--- src/rtl/nmp_pkg.sv ---
package nmp_pkg;

    typedef enum logic [1:0] {
        CYC_CMD  = 2'd0,
        CYC_ADDR = 2'd1,
        CYC_DATA = 2'd2,
        CYC_READ = 2'd3
    } cyc_kind_e;

    typedef enum logic [1:0] {
        FLT_NONE    = 2'd0,
        FLT_ADDR    = 2'd1,
        FLT_TIMEOUT = 2'd2,
        FLT_PROG    = 2'd3
    } fault_e;

    typedef struct packed {
        cyc_kind_e  kind;
        logic [7:0] val;
    } bus_cyc_t;

    typedef enum logic [3:0] {
        S_IDLE, S_OP0, S_ADR0, S_DAT0, S_OPD, S_WD,
        S_OP1, S_ADR1, S_DAT1, S_OPP, S_WP, S_OPS, S_RDS, S_FIN
    } seq_e;

    localparam logic [7:0] OP_LOAD0 = 8'h80;
    localparam logic [7:0] OP_LOAD1 = 8'h81;
    localparam logic [7:0] OP_DUMMY = 8'h11;
    localparam logic [7:0] OP_PROG  = 8'h10;
    localparam logic [7:0] OP_STAT  = 8'h70;
    localparam logic [7:0] STAT_FAIL_MASK = 8'h01;
    localparam logic [2:0] ADDR_LAST = 3'd4;

    function automatic logic [7:0] addr_byte(input logic [15:0] c,
                                             input logic [23:0] r,
                                             input logic [2:0]  idx);
        case (idx)
            3'd0:    return c[7:0];
            3'd1:    return c[15:8];
            3'd2:    return r[7:0];
            3'd3:    return r[15:8];
            default: return r[23:16];
        endcase
    endfunction

endpackage

--- src/rtl/nmp_cycle_drv.sv ---
module nmp_cycle_drv
    import nmp_pkg::*;
#(
    parameter int T_LO = 2,
    parameter int T_HI = 2
) (
    input  logic       clk,
    input  logic       rst,
    input  logic       go,
    input  bus_cyc_t   cyc,
    output logic       idle,
    output logic       fin,
    output logic [7:0] rd_byte,
    output logic       cle,
    output logic       ale,
    output logic       we_n,
    output logic       re_n,
    output logic [7:0] io_out,
    output logic       io_oe,
    input  logic [7:0] io_in
);
    localparam int TMAXP = (T_LO > T_HI) ? T_LO : T_HI;
    localparam int TW = $clog2(TMAXP + 1);
    localparam logic [TW-1:0] LO_LAST = TW'(T_LO - 1);
    localparam logic [TW-1:0] HI_LAST = TW'(T_HI - 1);

    typedef enum logic [1:0] {PH_IDLE, PH_LO, PH_HI} ph_e;

    ph_e           ph;
    logic [TW-1:0] cnt;
    bus_cyc_t      cur;

    always_ff @(posedge clk) begin
        if (rst) begin
            ph      <= PH_IDLE;
            cnt     <= '0;
            cur     <= '0;
            rd_byte <= '0;
        end else begin
            case (ph)
                PH_IDLE: if (go) begin
                    cur <= cyc;
                    ph  <= PH_LO;
                    cnt <= '0;
                end
                PH_LO: if (cnt == LO_LAST) begin
                    ph  <= PH_HI;
                    cnt <= '0;
                    if (cur.kind == CYC_READ) rd_byte <= io_in;
                end else begin
                    cnt <= cnt + 1'b1;
                end
                default: if (cnt == HI_LAST) begin
                    ph  <= PH_IDLE;
                    cnt <= '0;
                end else begin
                    cnt <= cnt + 1'b1;
                end
            endcase
        end
    end

    assign idle   = (ph == PH_IDLE);
    assign fin    = (ph == PH_HI) && (cnt == HI_LAST);
    assign cle    = (ph != PH_IDLE) && (cur.kind == CYC_CMD);
    assign ale    = (ph != PH_IDLE) && (cur.kind == CYC_ADDR);
    assign we_n   = !((ph == PH_LO) && (cur.kind != CYC_READ));
    assign re_n   = !((ph == PH_LO) && (cur.kind == CYC_READ));
    assign io_out = cur.val;
    assign io_oe  = (ph != PH_IDLE) && (cur.kind != CYC_READ);

    logic [TW:0] lo_run;
    always_ff @(posedge clk) begin
        if (rst || we_n) lo_run <= '0;
        else             lo_run <= lo_run + 1'b1;
    end


    we_low_width_chk: assert property (@(posedge clk) disable iff (rst)
        $rose(we_n) |-> lo_run == (TW+1)'(T_LO));

endmodule

--- src/rtl/nmp_busy_wait.sv ---
module nmp_busy_wait #(
    parameter int T_WB    = 2,
    parameter int TIMEOUT = 1000
) (
    input  logic clk,
    input  logic rst,
    input  logic en,
    input  logic rb_n,
    output logic ready,
    output logic expired
);
    localparam int CW = $clog2(TIMEOUT + 1);
    localparam logic [CW-1:0] TMAX = CW'(TIMEOUT);
    localparam logic [CW-1:0] WB   = CW'(T_WB);

    logic [CW-1:0] cnt;

    always_ff @(posedge clk) begin
        if (rst || !en)        cnt <= '0;
        else if (cnt != TMAX)  cnt <= cnt + 1'b1;
    end

    assign ready   = en && rb_n && (cnt >= WB);
    assign expired = en && !ready && (cnt == TMAX);


    wait_bound_chk: assert property (@(posedge clk) disable iff (rst)
        expired |=> !en);

endmodule

--- src/rtl/nand_mp_prog.sv ---
module nand_mp_prog
    import nmp_pkg::*;
#(
    parameter int BLK_W      = 11,
    parameter int PAGE_W     = 6,
    parameter int COL_W      = 12,
    parameter int PAGE_BYTES = 2112,
    parameter int T_LO       = 2,
    parameter int T_HI       = 2,
    parameter int T_WB       = 2,
    parameter int TIMEOUT    = 1000,
    localparam int NB_W      = $clog2(PAGE_BYTES + 1)
) (
    input  logic              clk,
    input  logic              rst,
    input  logic              start,
    input  logic [BLK_W-1:0]  blk_p0,
    input  logic [BLK_W-1:0]  blk_p1,
    input  logic [PAGE_W-1:0] page,
    input  logic [COL_W-1:0]  col,
    input  logic [NB_W-1:0]   nbytes,
    input  logic              din_valid,
    input  logic [7:0]        din_data,
    output logic              din_ready,
    output logic              done,
    output logic              pass,
    output logic [1:0]        fault,
    output logic              nand_chip_n,
    output logic              nand_cmd_latch,
    output logic              nand_addr_latch,
    output logic              nand_wr_n,
    output logic              nand_rd_n,
    output logic [7:0]        nand_dq_out,
    output logic              nand_dq_oe,
    input  logic [7:0]        nand_dq_in,
    input  logic              nand_ready
);
    seq_e              state;
    logic [BLK_W-1:0]  blk0_r, blk1_r;
    logic [PAGE_W-1:0] page_r;
    logic [COL_W-1:0]  col_r;
    logic [NB_W-1:0]   nb_r, cnt;
    logic              pend, pass_r;
    fault_e            fault_r;

    logic       drv_idle, drv_fin, go, want;
    logic [7:0] rd_byte;
    bus_cyc_t   cyc;
    logic       tmr_en, tmr_ready, tmr_expired;
    logic       req_ok, stat_fail;
    logic [15:0] col16;
    logic [23:0] row0, row1;

    assign col16 = 16'(col_r);
    assign row0  = 24'({blk0_r, page_r});
    assign row1  = 24'({blk1_r, page_r});

    always_comb begin
        req_ok = !blk_p0[0] && blk_p1[0]
              && (blk_p0[BLK_W-1:1] == blk_p1[BLK_W-1:1])
              && (nbytes != '0)
              && ((int'(col) + int'(nbytes)) <= PAGE_BYTES);
    end

    always_comb begin
        cyc  = '{kind: CYC_CMD, val: 8'h00};
        want = 1'b0;
        case (state)
            S_OP0: begin cyc.val = OP_LOAD0; want = 1'b1; end
            S_OPD: begin cyc.val = OP_DUMMY; want = 1'b1; end
            S_OP1: begin cyc.val = OP_LOAD1; want = 1'b1; end
            S_OPP: begin cyc.val = OP_PROG;  want = 1'b1; end
            S_OPS: begin cyc.val = OP_STAT;  want = 1'b1; end
            S_ADR0, S_ADR1: begin
                cyc.kind = CYC_ADDR;
                cyc.val  = addr_byte(col16, (state == S_ADR0) ? row0 : row1, cnt[2:0]);
                want     = 1'b1;
            end
            S_DAT0, S_DAT1: begin
                cyc.kind = CYC_DATA;
                cyc.val  = din_data;
                want     = din_valid;
            end
            S_RDS: begin cyc.kind = CYC_READ; want = 1'b1; end
            default: ;
        endcase
    end

    assign go        = want && !pend && drv_idle;
    assign din_ready = go && ((state == S_DAT0) || (state == S_DAT1));
    assign tmr_en    = (state == S_WD) || (state == S_WP);
    assign stat_fail = |(rd_byte & STAT_FAIL_MASK);

    always_ff @(posedge clk) begin
        if (rst) pend <= 1'b0;
        else if (go) pend <= 1'b1;
        else if (drv_fin) pend <= 1'b0;
    end

    always_ff @(posedge clk) begin
        if (rst) begin
            state   <= S_IDLE;
            blk0_r  <= '0;
            blk1_r  <= '0;
            page_r  <= '0;
            col_r   <= '0;
            nb_r    <= '0;
            cnt     <= '0;
            pass_r  <= 1'b0;
            fault_r <= FLT_NONE;
        end else begin
            case (state)
                S_IDLE: if (start) begin
                    blk0_r <= blk_p0;
                    blk1_r <= blk_p1;
                    page_r <= page;
                    col_r  <= col;
                    nb_r   <= nbytes;
                    cnt    <= '0;
                    pass_r <= 1'b0;
                    if (req_ok) begin
                        fault_r <= FLT_NONE;
                        state   <= S_OP0;
                    end else begin
                        fault_r <= FLT_ADDR;
                        state   <= S_FIN;
                    end
                end
                S_OP0: if (drv_fin) state <= S_ADR0;
                S_OP1: if (drv_fin) state <= S_ADR1;
                S_OPD: if (drv_fin) state <= S_WD;
                S_OPP: if (drv_fin) state <= S_WP;
                S_OPS: if (drv_fin) state <= S_RDS;
                S_ADR0, S_ADR1: if (drv_fin) begin
                    if (cnt[2:0] == ADDR_LAST) begin
                        cnt   <= '0;
                        state <= (state == S_ADR0) ? S_DAT0 : S_DAT1;
                    end else begin
                        cnt <= cnt + 1'b1;
                    end
                end
                S_DAT0, S_DAT1: if (drv_fin) begin
                    if (cnt == nb_r - 1'b1) begin
                        cnt   <= '0;
                        state <= (state == S_DAT0) ? S_OPD : S_OPP;
                    end else begin
                        cnt <= cnt + 1'b1;
                    end
                end
                S_WD, S_WP: begin
                    if (tmr_ready) begin
                        state <= (state == S_WD) ? S_OP1 : S_OPS;
                    end else if (tmr_expired) begin
                        fault_r <= FLT_TIMEOUT;
                        state   <= S_FIN;
                    end
                end
                S_RDS: if (drv_fin) begin
                    pass_r  <= !stat_fail;
                    fault_r <= stat_fail ? FLT_PROG : FLT_NONE;
                    state   <= S_FIN;
                end
                default: state <= S_IDLE;
            endcase
        end
    end

    assign done        = (state == S_FIN);
    assign pass        = pass_r;
    assign fault       = fault_r;
    assign nand_chip_n = (state == S_IDLE) || (state == S_FIN);

    nmp_cycle_drv #(.T_LO(T_LO), .T_HI(T_HI)) u_drv (
        .clk     (clk),
        .rst     (rst),
        .go      (go),
        .cyc     (cyc),
        .idle    (drv_idle),
        .fin     (drv_fin),
        .rd_byte (rd_byte),
        .cle     (nand_cmd_latch),
        .ale     (nand_addr_latch),
        .we_n    (nand_wr_n),
        .re_n    (nand_rd_n),
        .io_out  (nand_dq_out),
        .io_oe   (nand_dq_oe),
        .io_in   (nand_dq_in)
    );

    nmp_busy_wait #(.T_WB(T_WB), .TIMEOUT(TIMEOUT)) u_wait (
        .clk     (clk),
        .rst     (rst),
        .en      (tmr_en),
        .rb_n    (nand_ready),
        .ready   (tmr_ready),
        .expired (tmr_expired)
    );


    reject_no_bus_chk: assert property (@(posedge clk) disable iff (rst)
        (state == S_IDLE && start && !req_ok) |=> (done && fault == FLT_ADDR && nand_chip_n));


    no_strobe_busy_chk: assert property (@(posedge clk) disable iff (rst)
        $fell(nand_wr_n) |-> nand_ready);


    pass_clean_chk: assert property (@(posedge clk) disable iff (rst)
        (done && fault == FLT_NONE) |-> pass);


    timeout_end_chk: assert property (@(posedge clk) disable iff (rst)
        tmr_expired |=> (done && fault == FLT_TIMEOUT && !pass));


    take_then_strobe_chk: assert property (@(posedge clk) disable iff (rst)
        (din_valid && din_ready) |=> !nand_wr_n);


    strobe_selected_chk: assert property (@(posedge clk) disable iff (rst)
        $fell(nand_wr_n) |-> !nand_chip_n);

endmodule

--- config.mk ---
export PLATFORM = sky130hd
export DESIGN_NAME = nand_mp_prog
export DESIGN_NICKNAME = d
export VERILOG_FILES = /design/src/rtl/nmp_pkg.sv /design/src/rtl/nmp_cycle_drv.sv /design/src/rtl/nmp_busy_wait.sv /design/src/rtl/nand_mp_prog.sv
export SDC_FILE = /design/constraint.sdc
export NUM_CORES = 1
export LEC_CHECK = 0
export ABC_AREA = 1
export BUFFER_PORTS_ARGS = -buffer_cell sky130_fd_sc_hd__buf_2
export CORE_MARGIN = 2
export CORE_UTILIZATION = 55
export CTS_BUF_LIST = sky130_fd_sc_hd__clkbuf_4
export DETAILED_ROUTE_END_ITERATION = 8
export HOLD_SLACK_MARGIN = 0.05
export PLACE_DENSITY = 0.79
export SLEW_MARGIN = 15
export SYNTH_ARGS = -nofsm -noshare
export SYNTH_HDL_FRONTEND = slang
export SYNTH_SLANG_ARGS = --single-unit
--- constraint.sdc ---
create_clock -name clk -period 2.6 [get_ports clk]
set_input_delay 0.13 -clock clk [delete_from_list [all_inputs] [get_ports clk]]
set_output_delay 0.13 -clock clk [all_outputs]
set_load 0.005 [all_outputs]
==> results.txt <==
The critical hold path startpoint is din_data[5]. The count of H-tree levels built during CTS came out at 3. The slowest stage of the critical path belongs to the cell sky130_fd_sc_hd__dfxtp_1. In this run the worst hold path is classified as input pin to flip-flop. The number of fill cells came out at a little over 900. Setup repair after global routing left no endpoint under its margin. The total die area came out at 11,600 um^2. In this run, synthesis inferred 0 flip-flops with an integrated enable.

The maximum clock frequency is 0.417 GHz. The hold-critical path endpoint is u_drv.io_out[5]. The number of failing setup endpoints in the final timing report is 0. The via count of the first global-routing pass is 5,523. The hold path depth is 5.

The number of synthesized register bits came out at 97. The post-synthesis adder-cell area fraction came out at 0.0479. The cell sitting at the root of the clock tree is a sky130_fd_sc_hd__clkbuf_4.

The required time of the critical path came out at 2.47 ns. The fraction of registers with async set or reset after synthesis is 0. The share of the Yosys chip area taken by registers is 0.329. Counting distinct cell types in the post-synthesis netlist gives 50. Synthesis handed over a netlist of 870 instances.

In this run the worst path has a maximum fanout of 11. The final wirelength is roughly 16 mm. The number of vias per cell after detailed routing is 5.34. The critical path is of the flip-flop to output pin type. The mean instance size in the synthesized netlist came out at between 6 and 7 um^2. For this run, design rule violations remaining after detail routing come to 0.

The routed via count came out at 6,065. The layout overhead on the synthesized area came out at 19.7%. The total overflow reported by the global router came out at 0. The floorplan has 37 rows. The normalized max-slew margin came out at 0.607. By area the synthesized netlist is led by sky130_fd_sc_hd__dfxtp_1 33%, sky130_fd_sc_hd__nand2_1 9.9%, sky130_fd_sc_hd__o21ai_0 7.6%, sky130_fd_sc_hd__a21oi_1 7.3%, sky130_fd_sc_hd__nor2_1 6.9%. The tool flagged a number of max-cap violations equal to 0. The most used flip-flop cell after synthesis is sky130_fd_sc_hd__dfxtp_1. The TritonCTS sink count came out at 97. The proportion of netlist area held by the largest area contributor came out at 0.329. For the worst-skew pair, the clock arrives at the later sink with an insertion delay of approximately 0.47 ns. The endpoint arrival time on the critical path came out at around 2.3 ns.

Traced cell by cell, the critical path runs through nand2_2 -> o22ai_4 -> nand2_2 -> nand3_2 -> nand2_2 -> nand2_2 -> nand2_2 -> nor2_8 -> buf_2. The startpoint of the worst-slack reg-to-reg timing path is nb_r[0]. Detailed placement finished with a half-perimeter wire length of around 11 mm.

The longest clock path from root to sink contains 2 buffers. The number of placed cells counting well taps came out at ~1.1k. The cell that appears most often on the critical path is sky130_fd_sc_hd__nand2_2. The total power per unit cell area is 760 nW/um^2. Of the total synthesized cell area, the portion taken by AND, OR, NAND and NOR gates is 0.281. The fraction of layout instances using a drive strength above 1 is 0.164.

The final max-slew violation count was 0. The routability congestion estimate came out at roughly 0.91. The violation count after the first detailed-route iteration is just over 500. Ranked by instance count, the synthesized netlist is headed by 156 x sky130_fd_sc_hd__nand2_1, 109 x sky130_fd_sc_hd__nor2_1, 97 x sky130_fd_sc_hd__dfxtp_1. The maximum ir drop on the vdd rail came out at between 0.0005 and 0.0006 V. The wire length per cell after detailed routing is between 10 and 15 um. Across every metal layer, demand over resource in global routing totals 0.275. The chip height is 108 um. The setup fix buffers added after clock tree synthesis came out at 0. The final layout contains about 1.1k nets.

The maximum cell stage delay along the critical path is approximately 0.5 ns. STA classifies the critical path startpoint as a flip-flop. After synthesis the cells add up to roughly 6000 um^2. The worst register-to-register path ends at cnt[10]. sky130_fd_sc_hd__dfxtp_1 takes more of the synthesized area than any other cell. The number of standard cells in the final layout excluding fillers came out at about 1.1k. The initial antenna violation count is 1. The clock-pin slew on the worst setup and hold paths came out at 0.17 ns. Of the post-synthesis cell area, the part taken by muxes is 0. During synthesis, Yosys emitted a total of 0 warnings.

The core footprint is approximately 10,000 um^2. The TritonCTS clock tree is built. The number of hold violations in the final report is 0.

The post-synthesis compound-gate area fraction is 0.199. The first global-routing pass estimated between 20 and 30 mm of wire. Entering global routing, the biggest net connects 81 pins. The leakage power is 3.11 nW.

The worst register-to-register path has a setup slack of 0.25 ns. The worst setup path is captured at an output pin. The count of nets left with antenna violations after detail routing is 0. The top-level port count came out at 92. Before antenna repair, the detailed router went through 5 iterations. The flow ran to the end, and the final reports show no timing, DRC or antenna violations.

The effective utilization at floorplan came out at 0.570. The number of clock buffers added by TritonCTS is 9. The core utilization of the finished layout is 0.682.

The post-synth net total came out at 965. The final setup slack of the worst path is a little over 0.2 ns. The number of input and output port buffers inserted came out at 84.

The depth of the most critical reg-to-reg path came out at 14. The routed design could run at a clock period as short as 2.40 ns. At the placement stage, the worst setup path has a slack of around 0.27 ns. The post-route setup TNS came out at 0 ns. Dividing the final minimum period by the clock period gives 0.923. The most frequently used cell type in the post-synthesis netlist is sky130_fd_sc_hd__nand2_1. The xor-xnor portion of the synthesized cell area came out at 0.0459. The worst-margin pin slew came out at ~0.58 ns.

After layout, the design draws a total of 0.00538 W. The clock arrives with approximately 0.033 ns of skew. The floorplan die width is 108 um. After synthesis, the largest family of logic cells by area is simple AND/OR/NAND/NOR gates.
-- layout by cell type (no fill, tap or decap), types with 6 or more instances in the layout --
cell	netlist	routed
sky130_fd_sc_hd__a21oi_1	86	86
sky130_fd_sc_hd__a21oi_2	7	7
sky130_fd_sc_hd__a31oi_1	6	6
sky130_fd_sc_hd__buf_2	3	84
sky130_fd_sc_hd__clkbuf_4	0	9
sky130_fd_sc_hd__dfxtp_1	97	97
sky130_fd_sc_hd__dlygate4sd3_1	0	58
sky130_fd_sc_hd__ha_1	21	21
sky130_fd_sc_hd__inv_1	88	88
sky130_fd_sc_hd__inv_2	11	11
sky130_fd_sc_hd__nand2_1	156	156
sky130_fd_sc_hd__nand2_2	9	9
sky130_fd_sc_hd__nand3_1	38	38
sky130_fd_sc_hd__nand3b_1	8	8
sky130_fd_sc_hd__nand4_1	15	15
sky130_fd_sc_hd__nor2_1	109	109
sky130_fd_sc_hd__nor2_2	9	9
sky130_fd_sc_hd__nor3_1	9	9
sky130_fd_sc_hd__o21ai_0	90	90
sky130_fd_sc_hd__or2_2	6	6
sky130_fd_sc_hd__xnor2_1	13	13
sky130_fd_sc_hd__xor2_1	18	18
-- worst max path at each step --
stage,from,end,slack [ns],cells past startpoint
after CTS,state[2],din_ready,0.13,9
after detailed placement,nb_r[0],cnt[11],0.27,14
final,state[3],din_ready,0.20,9
after floorplan,nb_r[0],cnt[10],0.64,15
after global placement,nb_r[0],cnt[5],0.31,14
after global routing,state[3],din_ready,0.02,9
-- timing repair --
item	in CTS	in global routing
endpoints found under the setup margin	0	1
endpoints found under the hold margin	58	0
hold buffers	58	0
gates resized for setup	0	1
-- worst max-delay path, delay by kind of cell (launching register included) --
family	cells	cell delay, ns
compound gates	1	0.37
buf+inv	1	0.13
flops	1	0.49
simple gates	7	0.82
-- kinds of logic (layout without fill, tap and decap cells) --
| logic type | count (synthesis) | after routing |
|---|---|---|
| DFF | 97 | 97 |
| adders and majority gates | 22 | 22 |
| xor gates and xnor gates | 31 | 31 |
| AOI/OAI and AO/OA | 211 | 211 |
| other | 0 | 1 |
| and+or+nand+nor | 371 | 371 |
| buffers and inverters | 138 | 266 |
-- through the flow --
stage / hold slack [ns] / instance area (um^2)
finish: 0.0820 / 7070
global route: 0.0796 / 7070
CTS: 0.0557 / 7060
detailed placement: 0.375 / 6360
global placement: 0.366 / 6360
floorplan: 0.265 / 5910
-- per-layer routing --
metal / wire length, um / track usage
met1: 7150 / 0.364
met2: 7420 / 0.456
met3: 990 / 0.0430
met4: 276 / 0.0934
met5: 0 / 0
-- report_power, final --
| group | leakage, nW | internal [W] | switching, W |
|---|---|---|---|
| combinational | 2.25 | 0.000915 | 0.00167 |
| clock | 0.0631 | 0.000203 | 0.000548 |
| sequential | 0.795 | 0.00183 | 0.000208 |
| total | 3.11 | 0.00295 | 0.00242 |
-- flip-flops by register name (all words and copies together), names as in the netlist --
| name | flops |
|---|---|
| pend | 1 |
| nb_r | 12 |
| u_drv.cur | 2 |
| pass | 1 |
| page_r | 6 |
| col_r | 12 |
| u_drv.io_out | 8 |
| blk1_r | 11 |
| blk0_r | 11 |
| fault | 2 |
| u_drv.cnt | 2 |
| u_drv.ph | 2 |
| u_wait.cnt | 10 |
| cnt | 12 |
| state | 4 |
| u_drv.rd_byte | 1 |
-- layout make-up --
| cell class | count | area [um^2] | share of cell area |
|---|---|---|---|
| well taps | 136 | 170 | 0.0241 |
| flip-flops and latches | 97 | 1940 | 0.274 |
| clock inverters | 7 | 51.3 | 0.00725 |
| inverters | 102 | 384 | 0.0543 |
| diodes | 1 | 2.50 | 0.000354 |
| clock buffers | 9 | 67.6 | 0.00955 |
| repair buffers | 148 | 1060 | 0.150 |
| multi-input cells | 635 | 3400 | 0.480 |
(Power assumes the default switching activity.)
